===== src/rtl/mdio_pkg.sv =====
package mdio_pkg;
  localparam int unsigned FRAME_W = 32;
  localparam int unsigned DATA_W  = 16;
  localparam int unsigned DIV_W   = 6;
  localparam int unsigned HOLD_W  = 3;
  localparam int unsigned SPD_W   = 1 + DIV_W + 1 + HOLD_W;

  localparam logic [1:0] A_FRAME = 2'd0;
  localparam logic [1:0] A_SPEED = 2'd1;
  localparam logic [1:0] A_EVENT = 2'd2;

  typedef struct packed {
    logic [HOLD_W-1:0] hold;
    logic              no_pre;
    logic [DIV_W-1:0]  div;
    logic              rsvd;
  } speed_t;
endpackage


===== src/rtl/mdio_clk_gen.sv =====
module mdio_clk_gen #(
  parameter int unsigned DIV_W = 6
) (
  input  logic             clk_i,
  input  logic             rst_ni,
  input  logic             en_i,
  input  logic [DIV_W-1:0] div_i,
  output logic             mdc_o,
  output logic             rise_o,
  output logic             fall_o
);
  logic [DIV_W-1:0] cnt_q;
  logic             mdc_q;
  logic             wrap;

  assign wrap = (cnt_q == div_i);

  always_ff @(posedge clk_i or negedge rst_ni) begin
    if (!rst_ni) begin
      cnt_q <= '0;
      mdc_q <= 1'b0;
    end else if (!en_i) begin
      cnt_q <= '0;
      mdc_q <= 1'b0;
    end else if (wrap) begin
      cnt_q <= '0;
      mdc_q <= ~mdc_q;
    end else begin
      cnt_q <= cnt_q + 1'b1;
    end
  end

  assign mdc_o  = mdc_q;
  assign rise_o = en_i & wrap & ~mdc_q;
  assign fall_o = en_i & wrap & mdc_q;

  AST_MDC_OFF_WHEN_DISABLED: assert property (@(posedge clk_i) disable iff (!rst_ni)
    !en_i |=> !mdc_o);
endmodule


===== src/rtl/mdio_hold_timer.sv =====
module mdio_hold_timer #(
  parameter int unsigned HOLD_W = 3
) (
  input  logic              clk_i,
  input  logic              rst_ni,
  input  logic              load_i,
  input  logic [HOLD_W-1:0] hold_i,
  output logic              fire_o
);
  logic              pend_q;
  logic [HOLD_W-1:0] cnt_q;

  always_ff @(posedge clk_i or negedge rst_ni) begin
    if (!rst_ni) begin
      pend_q <= 1'b0;
      cnt_q  <= '0;
    end else if (load_i) begin
      pend_q <= 1'b1;
      cnt_q  <= hold_i;
    end else if (pend_q) begin
      if (cnt_q == '0) pend_q <= 1'b0;
      else             cnt_q  <= cnt_q - 1'b1;
    end
  end

  assign fire_o = pend_q & (cnt_q == '0);

  AST_FIRE_ONCE: assert property (@(posedge clk_i) disable iff (!rst_ni)
    fire_o && !load_i |=> !fire_o);
endmodule


===== src/rtl/mdio_shifter.sv =====
module mdio_shifter #(
  parameter int unsigned PRE_LEN = 32,
  parameter int unsigned FRAME_W = 32,
  parameter int unsigned DATA_W  = 16
) (
  input  logic               clk_i,
  input  logic               rst_ni,
  input  logic               start_i,
  input  logic [FRAME_W-1:0] frame_i,
  input  logic               no_pre_i,
  input  logic               rise_i,
  input  logic               fall_i,
  input  logic               apply_i,
  input  logic               mdio_i,
  output logic               busy_o,
  output logic               load_o,
  output logic               done_o,
  output logic               rd_valid_o,
  output logic [DATA_W-1:0]  rd_data_o,
  output logic               mdio_o,
  output logic               mdio_oe_o
);
  localparam int unsigned CNT_W   = $clog2(PRE_LEN + FRAME_W + 1);
  localparam int unsigned TA_LAST = FRAME_W - DATA_W - 1;  // frame offset of second turnaround bit
  localparam int unsigned RD_FIRST = FRAME_W - DATA_W;

  logic               busy_q, pre_q, out_q, oe_q;
  logic [FRAME_W-1:0] frm_q;
  logic [CNT_W-1:0]   idx_q;
  logic [DATA_W-1:0]  rd_q;

  logic [CNT_W-1:0]   pre_len, last_idx, fidx;
  logic               in_frame, is_rd, last, nxt_bit, nxt_oe;
  logic [FRAME_W-1:0] frm_sh;

  assign pre_len  = pre_q ? CNT_W'(PRE_LEN) : '0;
  assign last_idx = pre_len + CNT_W'(FRAME_W - 1);
  assign last     = (idx_q == last_idx);
  assign in_frame = (idx_q >= pre_len);
  assign fidx     = idx_q - pre_len;
  assign is_rd    = frm_q[FRAME_W-3];
  assign frm_sh   = frm_q << fidx;
  assign nxt_bit  = in_frame ? frm_sh[FRAME_W-1] : 1'b1;
  assign nxt_oe   = !(is_rd && in_frame && fidx >= CNT_W'(TA_LAST));

  always_ff @(posedge clk_i or negedge rst_ni) begin
    if (!rst_ni) begin
      busy_q <= 1'b0;
      pre_q  <= 1'b0;
      out_q  <= 1'b0;
      oe_q   <= 1'b0;
      frm_q  <= '0;
      idx_q  <= '0;
      rd_q   <= '0;
    end else if (!busy_q) begin
      if (start_i) begin
        busy_q <= 1'b1;
        frm_q  <= frame_i;
        pre_q  <= !no_pre_i;
        idx_q  <= '0;
        out_q  <= no_pre_i ? frame_i[FRAME_W-1] : 1'b1;
        oe_q   <= 1'b1;
        rd_q   <= '0;
      end
    end else begin
      if (rise_i && is_rd && in_frame && fidx >= CNT_W'(RD_FIRST))
        rd_q <= {rd_q[DATA_W-2:0], mdio_i};
      if (fall_i) begin
        if (last) begin
          busy_q <= 1'b0;
          oe_q   <= 1'b0;
        end else begin
          idx_q <= idx_q + 1'b1;
        end
      end else if (apply_i) begin
        out_q <= nxt_bit;
        oe_q  <= nxt_oe;
      end
    end
  end

  assign busy_o     = busy_q;
  assign load_o     = busy_q & fall_i & ~last;
  assign done_o     = busy_q & fall_i & last;
  assign rd_valid_o = done_o & is_rd;
  assign rd_data_o  = rd_q;
  assign mdio_o     = out_q;
  assign mdio_oe_o  = oe_q;

  AST_READ_RELEASED: assert property (@(posedge clk_i) disable iff (!rst_ni)
    busy_q && rise_i && is_rd && in_frame && fidx >= CNT_W'(RD_FIRST) |-> !mdio_oe_o);
  AST_DONE_IDLE: assert property (@(posedge clk_i) disable iff (!rst_ni)
    done_o |=> !busy_o && !mdio_oe_o);
endmodule


===== src/rtl/mdio_master.sv =====
module mdio_master
  import mdio_pkg::*;
#(
  parameter int unsigned PRE_LEN = 32
) (
  input  logic        clk_i,
  input  logic        rst_ni,
  input  logic        reg_we_i,
  input  logic [1:0]  reg_addr_i,
  input  logic [31:0] reg_wdata_i,
  output logic [31:0] reg_rdata_o,
  output logic        busy_o,
  output logic        event_o,
  output logic        mdc_o,
  output logic        mdio_o,
  output logic        mdio_oe_o,
  input  logic        mdio_i
);
  logic [FRAME_W-1:0] frame_q;
  speed_t             spd_q;
  logic               evt_q;

  logic wr_frame, wr_speed, wr_event;
  logic spd_on, start, spd_evt;
  logic busy, rise, fall, apply, load, done, rd_valid;
  logic [DATA_W-1:0] rd_data;

  assign wr_frame = reg_we_i && (reg_addr_i == A_FRAME);
  assign wr_speed = reg_we_i && (reg_addr_i == A_SPEED);
  assign wr_event = reg_we_i && (reg_addr_i == A_EVENT);
  assign spd_on   = (spd_q[7:0] != 8'd0);
  assign start    = wr_frame && !busy && spd_on;
  assign spd_evt  = wr_speed && (frame_q != '0) && !spd_on && (reg_wdata_i[7:0] != 8'd0);

  always_ff @(posedge clk_i or negedge rst_ni) begin
    if (!rst_ni) begin
      frame_q <= '0;
      spd_q   <= '0;
      evt_q   <= 1'b0;
    end else begin
      if (rd_valid)
        frame_q[DATA_W-1:0] <= rd_data;
      else if (wr_frame && !busy)
        frame_q <= reg_wdata_i;
      if (wr_speed)
        spd_q <= speed_t'(reg_wdata_i[SPD_W-1:0]);
      if (done || spd_evt)
        evt_q <= 1'b1;
      else if (wr_event && reg_wdata_i[0])
        evt_q <= 1'b0;
    end
  end

  always_comb begin
    unique case (reg_addr_i)
      A_FRAME: reg_rdata_o = frame_q;
      A_SPEED: reg_rdata_o = {{(32-SPD_W){1'b0}}, spd_q};
      A_EVENT: reg_rdata_o = {31'd0, evt_q};
      default: reg_rdata_o = '0;
    endcase
  end

  mdio_clk_gen #(.DIV_W(DIV_W)) u_clk (
    .clk_i, .rst_ni,
    .en_i  (busy),
    .div_i (spd_q.div),
    .mdc_o (mdc_o),
    .rise_o(rise),
    .fall_o(fall)
  );

  mdio_hold_timer #(.HOLD_W(HOLD_W)) u_hold (
    .clk_i, .rst_ni,
    .load_i(load),
    .hold_i(spd_q.hold),
    .fire_o(apply)
  );

  mdio_shifter #(.PRE_LEN(PRE_LEN), .FRAME_W(FRAME_W), .DATA_W(DATA_W)) u_shift (
    .clk_i, .rst_ni,
    .start_i   (start),
    .frame_i   (reg_wdata_i),
    .no_pre_i  (spd_q.no_pre),
    .rise_i    (rise),
    .fall_i    (fall),
    .apply_i   (apply),
    .mdio_i    (mdio_i),
    .busy_o    (busy),
    .load_o    (load),
    .done_o    (done),
    .rd_valid_o(rd_valid),
    .rd_data_o (rd_data),
    .mdio_o    (mdio_o),
    .mdio_oe_o (mdio_oe_o)
  );

  assign busy_o  = busy;
  assign event_o = evt_q;

  AST_IDLE_QUIET: assert property (@(posedge clk_i) disable iff (!rst_ni)
    !busy_o |-> !mdc_o && !mdio_oe_o);
  AST_NO_START_GATED: assert property (@(posedge clk_i) disable iff (!rst_ni)
    wr_frame && !busy_o && !spd_on |=> !busy_o);
  AST_FRAME_WRITE_DROPPED: assert property (@(posedge clk_i) disable iff (!rst_ni)
    busy_o && wr_frame && !rd_valid |=> $stable(frame_q));
  AST_EVENT_STICKY: assert property (@(posedge clk_i) disable iff (!rst_ni)
    event_o && !(wr_event && reg_wdata_i[0]) |=> event_o);
  AST_HOLD_AT_FALL: assert property (@(posedge clk_i) disable iff (!rst_ni)
    $fell(mdc_o) |-> $stable(mdio_o));
endmodule


===== config.mk =====
export PLATFORM = sky130hd
export DESIGN_NAME = mdio_master
export DESIGN_NICKNAME = d
export VERILOG_FILES = /design/src/rtl/mdio_pkg.sv /design/src/rtl/mdio_clk_gen.sv /design/src/rtl/mdio_hold_timer.sv /design/src/rtl/mdio_shifter.sv /design/src/rtl/mdio_master.sv
export SDC_FILE = /design/constraint.sdc
export NUM_CORES = 1
export LEC_CHECK = 0
export ABC_CLOCK_PERIOD_IN_PS = 2250
export CAP_MARGIN = 20
export CORE_AREA = 5 5 113 115
export DETAILED_ROUTE_END_ITERATION = 8
export DIE_AREA = 0 0 118 120
export GPL_TIMING_DRIVEN = 1
export HOLD_SLACK_MARGIN = 0.12
export PLACE_DENSITY = 0.75
export SETUP_SLACK_MARGIN = 0.15
export SYNTH_ARGS = -nofsm -noshare
export SYNTH_HDL_FRONTEND = slang
export SYNTH_SLANG_ARGS = --single-unit

===== constraint.sdc =====
create_clock -name clk_i -period 2.25 [get_ports clk_i]
set_input_delay 0.225 -clock clk_i [delete_from_list [all_inputs] [get_ports clk_i]]
set_output_delay 0.225 -clock clk_i [all_outputs]
set_load 0.005 [all_outputs]

# ---- Word-level counts from Yosys, hierarchy flattened
# Index checks and enable logic that the tools add are counted.
dict set report op_classes {
  add_sub_neg 5
  magnitude_cmp 3
  eq_ne 13
  n_shift 1
  n_mux 38
  n_bitwise 12
  reduce_logical 35
}
# cell n
set op_table {}
lappend op_table {{32-bit one-hot mux with 3 select lines} 1}
lappend op_table {{16-bit two-way mux} 5}
lappend op_table {{32-bit nonzero test} 1}
lappend op_table {{32-bit by 7-bit left shift with 32-bit output} 1}
lappend op_table {{7-bit two-way mux} 4}
lappend op_table {{1-bit two-way mux} 22}
lappend op_table {{6-bit two-way mux} 3}
lappend op_table {{8-bit nonzero test} 2}
lappend op_table {{1-bit logical AND} 14}
lappend op_table {{2-bit != test, second input constant} 6}
lappend op_table {{3-bit two-way mux} 3}
lappend op_table {{3-bit AND reduction} 3}
lappend op_table {{1-bit bitwise AND} 8}
lappend op_table {{2-bit AND reduction} 4}
lappend op_table {{2-bit nonzero test} 4}
lappend op_table {{7-bit by 1-bit adder with 7-bit output, second input constant} 1}
lappend op_table {{7-bit by 5-bit adder with 7-bit output, second input constant} 1}
lappend op_table {{7-bit equality test} 1}
lappend op_table {{7-bit by 4-bit greater-or-equal comparator with 1-bit output, second input constant} 1}
lappend op_table {{7-bit by 5-bit greater-or-equal comparator with 1-bit output, second input constant} 1}
lappend op_table {{7-bit greater-or-equal comparator} 1}
lappend op_table {{7-bit subtractor} 1}
lappend op_table {{6-bit by 1-bit adder with 6-bit output, second input constant} 1}
lappend op_table {{6-bit equality test} 1}
lappend op_table {{11 further kinds} 17}
dict set report word_totals {
  reg_bits 114
  input_bits 38
  out_inout_bits 37
  word_cells 125
}

# ---- Logic depth before layout (Yosys ltp)
# Gate-level depths: netlist of run 1.
dict set report logic_depth {
  depth_word 8
  mapped_depth 9
  ltp_nobuf 8
}

# ---- Hierarchy
# From an unflattened synthesis of run 1, not the netlist that was laid out.
dict set report hier_totals {
  hier_cells 584
  area_unflattened_um2 5698.0
}
# mod instances cells_per_inst area_each_um2 seq_area_each_um2
set by_module_without_submodules {}
lappend by_module_without_submodules {mdio_shifter 1 318 2831.5 1476.4}
lappend by_module_without_submodules {mdio_master 1 202 2252.2 1101.1}
lappend by_module_without_submodules {mdio_clk_gen 1 37 372.9 175.2}
lappend by_module_without_submodules {mdio_hold_timer 1 27 241.5 100.1}

# ---- Least setup slack after synthesis of run 1
# OpenSTA, ideal clock, no wires.
dict set report synth_path {
  kind {flip-flop to flip-flop}
  startpoint {register u_shift.idx_q[5]}
  endpoint {register u_shift.rd_q[10], in the netlist u_shift.rd_data_o[10]}
  setup_time_ps 79
  arrival_time_ps 2168
  t_required_ps 2171
  slack_ps 2
  stages_incl_launch_ff 9
  path_buffers 1
  period_less_slack_ps 2248
  cell_sequence {dfrtp_1 -> inv_1 -> ha_1 -> nor2b_1 -> a41o_1 -> nand3_1 -> o41ai_4 -> buf_6 -> mux2i_1}
}
dict set report synth_via {
  elab_chain_cells 5
  word_cells_on_any_way 7
  classes_between {1 x add/sub; 2 x order compare; 1 x eq/ne; 3 x reduce/logical}
}
# item line_no
set synth_rtl {}
lappend synth_rtl {{start, declared} mdio_shifter.sv:29} ;# logic [CNT_W-1:0] idx_q;
lappend synth_rtl {{start signal, assigned} mdio_shifter.sv:73} ;# idx_q <= idx_q + 1'b1;
lappend synth_rtl {{7-bit subtractor or 7-bit greater-or-equal comparator (tied branches)} {mdio_shifter.sv:40, mdio_shifter.sv:39}}
lappend synth_rtl {{7-bit by 5-bit greater-or-equal comparator with 1-bit output or 1-bit logical AND (tied branches)} mdio_shifter.sv:66} ;# if (rise_i && is_rd && in_frame && fidx >= CNT_W'(RD_FIRST))
lappend synth_rtl {{1-bit logical AND *} mdio_shifter.sv:66}
lappend synth_rtl {{2-bit != test (no source line) *} n/a}
lappend synth_rtl {{2-bit AND reduction (no source line) *} n/a}
lappend synth_rtl {{end signal, assigned} mdio_shifter.sv:67} ;# rd_q <= {rd_q[DATA_W-2:0], mdio_i};
lappend synth_rtl {{end, declared} mdio_shifter.sv:30} ;# logic [DATA_W-1:0] rd_q;
# Every way passes the cells marked *; elsewhere a longest branch is shown, timed or not.
# A chain may end at the register's enable or synchronous reset.

# ---- Final worst setup path of run 1
dict set report layout_path {
  startpoint {register spd_q[3] in the netlist's numbering}
  endpoint {register u_shift.rd_q[2], in the netlist u_shift.rd_data_o[2]}
}
dict set report layout_via {
  elab_chain_cells 8
  word_cells_on_any_way 11
  classes_between {2 x eq/ne; 2 x bitwise; 7 x reduce/logical}
}
# item line_no
set layout_rtl {}
lappend layout_rtl {{start, declared} mdio_master.sv:20} ;# speed_t spd_q;
lappend layout_rtl {{start signal, assigned} mdio_master.sv:46} ;# spd_q <= speed_t'(reg_wdata_i[SPD_W-1:0]);
lappend layout_rtl {{6-bit equality test} mdio_clk_gen.sv:16} ;# assign wrap = (cnt_q == div_i);
lappend layout_rtl {{1-bit bitwise AND (2 in a row)} mdio_clk_gen.sv:34} ;# assign rise_o = en_i & wrap & ~mdc_q;
lappend layout_rtl {{1-bit logical AND (3 in a row)} mdio_shifter.sv:66}
lappend layout_rtl {{2-bit != test (no source line)} n/a}
lappend layout_rtl {{2-bit AND reduction (no source line) *} n/a}
# Marks and branches as above.

==> flow_summary.ini, run 1 <==
[status]
status = completed

[place]
place_congestion = 0.932
pre_cts_ws_ps = -73.5
postPlaceCellArea_mm2 = 0.00663
dp_hpwl_um = 10800
dp.cells = 761
io_buffer_count = 74

[sta]
worstMarginPinSlew_ps = 409
finalSetupViolations = 0
hold_viol_final = 0
fmax_mhz = 474
finClkSkew_ps = 6.92
period_share = 0.938
rsz0062_at_grt = true
slew-limit-headroom = 0.720
layout_min_cycle_time_ps = 2110
slew_viol_final = 0
setup_slack_ps = 138

[yosys]
yosysTopAreaCellShare = 0.507
synth_cell_types = 45
yosys_most_used_dff = dfrtp_1
synth-adder-area-share = 0.0156
ys_warn_count = 0
synth_top_family_by_area = simple AND/OR/NAND/NOR gates
synthMuxAreaShare = 0.149
seq_area_frac_synth = 0.507
synth_seq_cells = 114
syn_avg_cell_area_um2 = 10.3
synth.area.top_cells = dfrtp_1, nand2_1, mux2_2
async_flop_share = 1.00
yosysTopAreaCell = dfrtp_1
synthXorXnorAreaFrac = 0.0218
syn_nets = 591
synth_edf_count = 0
synth_cells = 546
syn_area_mm2 = 0.00562
synth_compound_area_frac = 0.0828
yosys.area_share.simple = 0.185

[power]
p_per_area_mw_per_mm2 = 1150
irDropWorstVdd_mv = 0.672
p_leak_nw = 3.47

[final_layout]
layout.nets = 679
insertedDiodeCount = 0
drive_gt1_frac = 0.167
multiInputGateArea_mm2 = 0.00262
seq_area_mm2 = 0.00286
finalInstanceArea_mm2 = 0.00736
post-route-util = 0.628
layout.cells.non_filler = 794
synthToLayoutAreaGrowth_pct = 30.8
fill_cells = 961

[critical_path]
endpoint = u_shift.rd_data_o[2]
crit_buf_inv = 1
end_kind = flop
critPathLaunchType = flop
crit_family = simple AND/OR/NAND/NOR gates
cp.depth = 6
cpPeakStageDelay_ps = 430
cp_cell_sequence = xnor2_1 -> nand4_2 -> or3_4 -> o41ai_4 -> buf_12 -> mux2i_1
r2r_start = spd_q[3]
crit_fanout = 16
critPathKind = reg2reg
crit_start = spd_q[3]
r2r_cells = 6
reg2reg_slack_ps = 140
cp.arrival_ps = 2430
required_ps = 2570
slowest_stage = dfrtp_1
r2r-end = u_shift.rd_data_o[2]

[clock_network]
cts_tree = built
cts.sinks = 114
clockBufferDepth = 2
root_buffer = clkbuf_16
htreeDepth = 4
cts_buffers = 17
path_clk_slew_ps = 50
cts_setup_buffers = 0
clock_latency_ps = 410

[grt]
grt_max_degree = 55
antenna_found_initial = 0
grt_pass1_wl_um = 24500
grt_overflow = 0
grt.total_usage = 0.220
grt_pass1_vias = 4686

[detailed_routing]
vias = 4393
wl_um = 14800
final_antenna_net_count = 0
wire_per_inst_um = 18.7
drc_errors = 0
first_pass_iters = 4
vias_per_cell = 5.53
drt_iter0_markers = 349

[run]
cap_violations = 0

[floorplan]
die_area_mm2 = 0.0142
io_pins = 75
rows = 40
start_util = 0.480
core_mm2 = 0.0117
die_height_um = 120
die_w_um = 118

[hold_path]
hold_path.class = in2async
## Yosys cell counts (8+ instances only)
cell type	number
nand3_1	8
a22o_1	16
and2_1	23
mux2i_1	34
nand2_1	130
clkbuf_1	22
o21ai_0	10
mux2_2	32
xnor2_1	10
nor4_1	11
inv_1	27
nor2_1	23
dfrtp_1	114
a21o_1	16
## final cells by class
type	count	area share
inverters	27	0.0138
clock inverters	9	0.0204
multi-input cells	377	0.356
well taps	147	0.0250
clock buffers	23	0.0677
repair buffers	97	0.129
flip-flops and latches	114	0.388
## worst min path at each step
stage	end	slack (ps)	cells after the start
after global placement	frame_q[27]	130	1
after detailed placement	frame_q[27]	140	1
after global routing	frame_q[20]	270	2
after CTS	frame_q[27]	240	2
final	frame_q[27]	250	2
after floorplan	event_o	-70	0
## state kept, by name, summed over array words and instances, names as in the netlist, 3 cells and up
register,flops
u_shift.rd_data_o,16
u_shift.idx_q,7
spd_q,11
u_clk.cnt_q,6
frame_q,32
u_hold.cnt_q,3
u_shift.frm_q,32
## layout by cell type, fill, tap and decap left out, types with 5 or more instances in the layout
| master | synthesis | final |
|---|---|---|
| dfrtp_1 | 114 | 113 |
| clkbuf_16 | 0 | 17 |
| clkbuf_8 | 0 | 5 |
| a21o_1 | 16 | 16 |
| clkdlybuf4s50_1 | 0 | 71 |
| a22o_1 | 16 | 16 |
| o21ai_0 | 10 | 9 |
| nor2_1 | 23 | 21 |
| and2_1 | 23 | 23 |
| buf_4 | 0 | 18 |
| xnor2_1 | 10 | 9 |
| nor4_1 | 11 | 11 |
| and3_1 | 5 | 5 |
| mux4_2 | 6 | 6 |
| nand3_1 | 8 | 7 |
| mux2i_1 | 34 | 34 |
| mux2_2 | 32 | 32 |
| inv_1 | 27 | 27 |
| nand2_1 | 130 | 130 |
| ha_1 | 7 | 7 |
## routing by layer
layer	GRT usage	share of wire	up-vias
met2	0.362	0.50	151
met4	0.0860	0.022	0
met5	0	0	-
met1	0.283	0.41	2179
met3	0.0509	0.071	26
li1	-	-	2037
## where the power goes
part           leakage (nW)  switching [mW]  internal, mW
registers              1.45           0.676          2.74
clock network         0.315           0.910          1.99
logic                  1.70           0.947          1.17
total                  3.47            2.53          5.90
## cell families after synthesis
family,Yosys count
XOR/XNOR,14
buffers and inverters,55
AND/OR/NAND/NOR,224
multiplexers,72
AO/OA/AOI/OAI,60
adder cells (fa/ha/maj),7
flip-flops,114
## repair_timing
item / in CTS / in global routing
gates resized for setup: 5 / 13
hold endpoints to repair: 114 / 0
endpoints found under the setup margin: 84 / 72
hold buffers: 1 / 0
pin swaps: 0 / 1
## metrics by stage
step	setup TNS (ps)	hold WS, ps	power [mW]
2_1_floorplan	0	-70.6	4.55
3_3_place_gp	-33.7	133	5.38
3_5_place_dp	-73.5	139	5.48
4_1_cts	0	238	8.44
5_1_grt	0	266	8.88
6_report	0	247	8.43
No activity file was read; power rests on OpenSTA's default activity.
==> run 2, diff against run 1 <==
--- a/config.mk
+++ b/config.mk
@@ -5,14 +5,15 @@
 export SDC_FILE = /design/constraint.sdc
 export NUM_CORES = 1
 export LEC_CHECK = 0
-export ABC_CLOCK_PERIOD_IN_PS = 2250
+export ABC_CLOCK_PERIOD_IN_PS = 2000
 export CAP_MARGIN = 20
-export CORE_AREA = 5 5 113 115
+export CORE_AREA = 2 2 110 112
+export CTS_CLUSTER_DIAMETER = 200
 export DETAILED_ROUTE_END_ITERATION = 8
-export DIE_AREA = 0 0 118 120
+export DIE_AREA = 0 0 112 114
 export GPL_TIMING_DRIVEN = 1
 export HOLD_SLACK_MARGIN = 0.12
-export PLACE_DENSITY = 0.75
+export PLACE_DENSITY = 0.72
 export SETUP_SLACK_MARGIN = 0.15
 export SYNTH_ARGS = -nofsm -noshare
 export SYNTH_HDL_FRONTEND = slang
==> constraint.sdc (replaced) <==
create_clock -name clk_i -period 2 [get_ports clk_i]
set_input_delay 0.2 -clock clk_i [delete_from_list [all_inputs] [get_ports clk_i]]
set_output_delay 0.2 -clock clk_i [all_outputs]
set_load 0.005 [all_outputs]
==> flow_summary.ini, run 2 (same netlist as run 1, synthesis figures left out) <==
[detailed_routing]
first_pass_iters = 5
vias = 5006
drc_errors = 0
drt_iter0_markers = 351
wl_um = 18600
wire_per_inst_um = 21.6
vias_per_cell = 5.81
final_antenna_net_count = 0

[power]
p_per_area_mw_per_mm2 = 1240
p_int_mw = 7.10
irDropWorstVdd_mv = 0.704
p_comb_frac = 0.321
seq_power_share = 0.369
p_clk_frac = 0.311
swShare = 0.322
p_switching_mw = 3.37
p_leak_nw = 3.97

[clock_network]
clock_latency_ps = 420
cts_buffers = 17
htreeDepth = 4
path_clk_slew_ps = 60
clockBufferDepth = 2
root_buffer = clkbuf_16
cts_tree = built
cts.sinks = 114

[floorplan]
die_height_um = 114
die_area_mm2 = 0.0128
core_mm2 = 0.0117
die_w_um = 112
rows = 40
start_util = 0.480
io_pins = 75

[critical_path]
r2r_cells = 7
critPathLaunchType = flop
reg2reg_slack_ps = -190
r2r_start = spd_q[3]
r2r-end = u_shift.rd_data_o[2]
critPathKind = reg2reg
crit_fanout = 8
cp.arrival_ps = 2520
end_kind = flop
required_ps = 2330

[final_layout]
mostFrequentLayoutCells = dfrtp_1, nand2_1, clkdlybuf4s50_1, buf_4, nand2_2
layout.cells.non_filler = 861
drive_gt1_frac = 0.350
final_common_cell = dfrtp_1
synthToLayoutAreaGrowth_pct = 50.3
layout.nets = 746
finalInstanceArea_mm2 = 0.00845
insertedDiodeCount = 0

[place]
postPlaceCellArea_mm2 = 0.00695
place_congestion = 0.835
dp.cells = 795
io_buffer_count = 74
dp_hpwl_um = 11200

[sta]
setup_slack_ps = -193
hold_viol_final = 0
fin_hold_ws_ps = 242
fmax_mhz = 456
layout_min_cycle_time_ps = 2190
finalSetupTns_ps = -4110
slew-limit-headroom = 0.380
finalSetupViolations = 42
period_share = 1.10
finClkSkew_ps = 9.38
worstMarginPinSlew_ps = 921
slew_viol_final = 0
rsz0062_at_grt = true

[status]
violations = negative setup slack
status = finished, violations left

[grt]
grt_overflow = 0
grt_pass1_wl_um = 27200
grt_max_degree = 66
grt_pass1_vias = 5202
antenna_found_initial = 0
grt.total_usage = 0.279

[run]
cap_violations = 0

[hold_path]
hold_path.class = in2async
[run 2: changes by cell type in the layout (fill, tap and decap cells not counted), moves of 4 or more]
cell             before  now
o21ai_0               9    5
buf_4                18   56
nand2_1             130   77
nand2_4               0   19
buf_6                 3   18
clkdlybuf4s50_1      71   66
nand2_2               0   34
buf_12                2   11
[run 2: metal layers]
layer	routed length, µm	track usage	vias up
met3	1070	0.0632	61
li1	-	-	2180
met4	912	0.151	0
met1	7110	0.340	2552
met2	9530	0.466	213
met5	0	0	-
[run 2: area by class of cell]
cell class                 count  area, µm²
clock inverter                10        155
fill                         740       3260
multi-input combinational    377       2980
timing repair buffer         164       1710
tap                          147        184
inverter                      27        101
clock buffer                  22        474
sequential                   114       2850
[run 2: worst max-delay path: stages, from the launching register on]
cell,delay [ps]
dfrtp_1,440
xnor2_2,220
nand4_2,130
or3_4,390
o41ai_4,400
buf_6,190
buf_12,140
mux2i_1,190
[run 2: how the worst max path moves through the flow]
stage	slack (ps)	to	from
after CTS	-100	u_shift.rd_data_o[2]	u_shift.pre_q
after floorplan	-240	u_shift.rd_data_o[10]	spd_q[1]
after detailed placement	-130	u_shift.mdio_o	u_shift.idx_q[0]
final	-190	u_shift.rd_data_o[2]	spd_q[3]
after global placement	-140	u_shift.mdio_o	u_shift.idx_q[0]
after global routing	-280	u_shift.rd_data_o[6]	u_shift.pre_q
[run 2: timing repair]
item / CTS / global route
setup endpoints to repair: 96 / 86
gates cloned: 4 / 1
pin swaps: 78 / 17
buffers inserted: 18 / 10
hold buffers: 1 / 0
gates resized for setup: 88 / 67
endpoints found under the hold margin: 25 / 0
[run 2: power groups by stage]
| stage | clock network [mW] | registers, mW | logic (mW) |
|---|---|---|---|
| 3_3_place_gp | 0 | 3.71 | 2.61 |
| 6_report | 3.25 | 3.86 | 3.36 |
| 2_1_floorplan | 0 | 3.52 | 1.62 |
| 3_5_place_dp | 0 | 3.75 | 2.72 |
| 5_1_grt | 3.35 | 3.93 | 3.59 |
| 4_1_cts | 3.24 | 3.76 | 3.03 |
[run 2: metrics by stage]
| stage | utilization | setup WS [ps] | total power [mW] |
|---|---|---|---|
| 2_1_floorplan | - | -238 | 5.14 |
| 3_3_place_gp | 0.593 | -145 | 6.32 |
| 3_5_place_dp | 0.593 | -132 | 6.47 |
| 4_1_cts | 0.692 | -101 | 10.0 |
| 5_1_grt | 0.722 | -277 | 10.9 |
| 6_report | 0.722 | -193 | 10.5 |
==> run 3, diff against run 2 <==
==> constraint.sdc (replaced) <==
create_clock -name clk_i -period 2 [get_ports clk_i]
set_input_delay 0.2 -clock clk_i [delete_from_list [all_inputs] [get_ports clk_i]]
set_output_delay 0.2 -clock clk_i [all_outputs]
set_load 0.02 [all_outputs]
==> flow_summary.ini, run 3 (same netlist as run 1, synthesis figures left out) <==
[status]
status = finished, violations left
violations = negative setup slack

[place]
io_buffer_count = 74
dp.cells = 792
dp_hpwl_um = 11000
pre_cts_ws_ps = -185
place_congestion = 0.876

[floorplan]
core_mm2 = 0.0117
start_util = 0.480
die_area_mm2 = 0.0128
die_height_um = 114
io_pins = 75
rows = 40
die_w_um = 112

[sta]
rsz0062_at_grt = true
period_share = 1.07
fmax_mhz = 465
finalSetupViolations = 41
layout_min_cycle_time_ps = 2150
slew_viol_final = 0
hold_viol_final = 0
worstMarginPinSlew_ps = 449
finClkSkew_ps = 6.94
slew-limit-headroom = 0.698
setup_slack_ps = -149

[final_layout]
fill_cells = 845
layout.cells.non_filler = 849
layout.nets = 736
drive_gt1_frac = 0.336
mostFrequentLayoutCells = dfrtp_1, nand2_1, buf_4, clkdlybuf4s50_1, mux2i_1
final_common_cell = dfrtp_1
post-route-util = 0.703
synthToLayoutAreaGrowth_pct = 46.5
insertedDiodeCount = 0

[run]
cap_violations = 0

[detailed_routing]
top_layer = met4
final_antenna_net_count = 0
wire_per_inst_um = 20.7
wl_um = 17600
met1_length_um = 7030
drt_iter0_markers = 444
wl_met2_um = 8770
first_pass_iters = 5
vias_per_cell = 5.85
drc_errors = 0
wl_met3_um = 1080
vias = 4965

[critical_path]
required_ps = 2340
critPathKind = reg2reg
cpPeakStageDelay_ps = 460
end_kind = flop
r2r_start = spd_q[4]
reg2reg_slack_ps = -150
crit_fanout = 8
r2r-end = u_shift.rd_data_o[15]
r2r_cells = 7
slowest_stage = dfrtp_1
cp_cell_sequence = xnor2_2 -> nand4_2 -> or3_4 -> o41ai_4 -> buf_4 -> buf_12 -> mux2i_2
critPathLaunchType = flop
cp.arrival_ps = 2480

[grt]
grt_overflow = 0
grt_max_degree = 55
grt_pass1_vias = 4573
antenna_found_initial = 0
grt.total_usage = 0.243
grt_pass1_wl_um = 23900

[power]
p_per_area_mw_per_mm2 = 1230
p_leak_nw = 3.98
irDropWorstVdd_mv = 0.650

[clock_network]
htreeDepth = 4
path_clk_slew_ps = 50
cts_tree = built
clock_latency_ps = 420
cts.sinks = 114
cts_buffers = 17
clockBufferDepth = 2
root_buffer = clkbuf_16

[hold_path]
hold_path.class = in2async
-- run 3: power by group --
group | leakage (nW) | switching [mW] | total [mW] | internal, mW
Sequential | 1.45 | 0.825 | 3.91 | 3.08
Combinational | 2.25 | 1.56 | 3.29 | 1.74
Clock | 0.285 | 1.01 | 2.89 | 1.88
-- run 3: worst max-delay path by stage --
stage	startpoint	to	slack (ps)
finish	spd_q[4]	u_shift.rd_data_o[15]	-150
floorplan	u_shift.pre_q	u_shift.rd_data_o[10]	-140
global placement	u_shift.idx_q[0]	u_shift.mdio_o	-100
CTS	u_shift.pre_q	u_shift.rd_data_o[11]	-110
detailed placement	u_shift.idx_q[0]	u_shift.mdio_o	-190
global route	spd_q[4]	u_shift.rd_data_o[15]	-230
-- run 3: per-layer routing --
metal | up-vias | global-route usage
li1 | 2153 | -
met1 | 2528 | 0.320
met2 | 218 | 0.395
met3 | 66 | 0.0553
met4 | 0 | 0.0976
met5 | - | 0
-- run 3: timing repair --
action,in CTS,in global routing
setup endpoints to repair,78,79
cloned,0,6
gates resized for setup,52,110
setup buffers,3,17
pin swaps,6,63
hold buffers,1,0
endpoints found under the hold margin,114,0
-- run 3: worst max-delay path, delay by kind of cell (launching register included) --
kind | cells | cell delay (ps)
compound gates | 1 | 330
xor+xnor | 1 | 200
buf+inv | 2 | 360
flops | 1 | 460
mux | 1 | 210
simple gates | 2 | 510
-- run 3: cell type report --
| type | count | area (µm²) | area share |
|---|---|---|---|
| repair buffers | 154 | 1560 | 0.189 |
| multi-input cells | 377 | 2970 | 0.360 |
| clock buffers | 25 | 515 | 0.0626 |
| clock inverters | 5 | 50.0 | 0.00608 |
| flip-flops and latches | 114 | 2860 | 0.347 |
| inverters | 27 | 101 | 0.0123 |
| well taps | 147 | 184 | 0.0223 |
-- run 3: per-stage QoR --
| step | total power, mW | hold WS [ps] | setup TNS, ps | instance area, µm² |
|---|---|---|---|---|
| after floorplan | 5.36 | -95.6 | -2280 | 5710 |
| after global placement | 6.47 | 107 | -1640 | 6950 |
| after detailed placement | 6.58 | 106 | -3660 | 6950 |
| after CTS | 9.47 | 204 | -1390 | 7590 |
| after global routing | 10.6 | 233 | -5390 | 8240 |
| final | 10.1 | 211 | -3070 | 8240 |
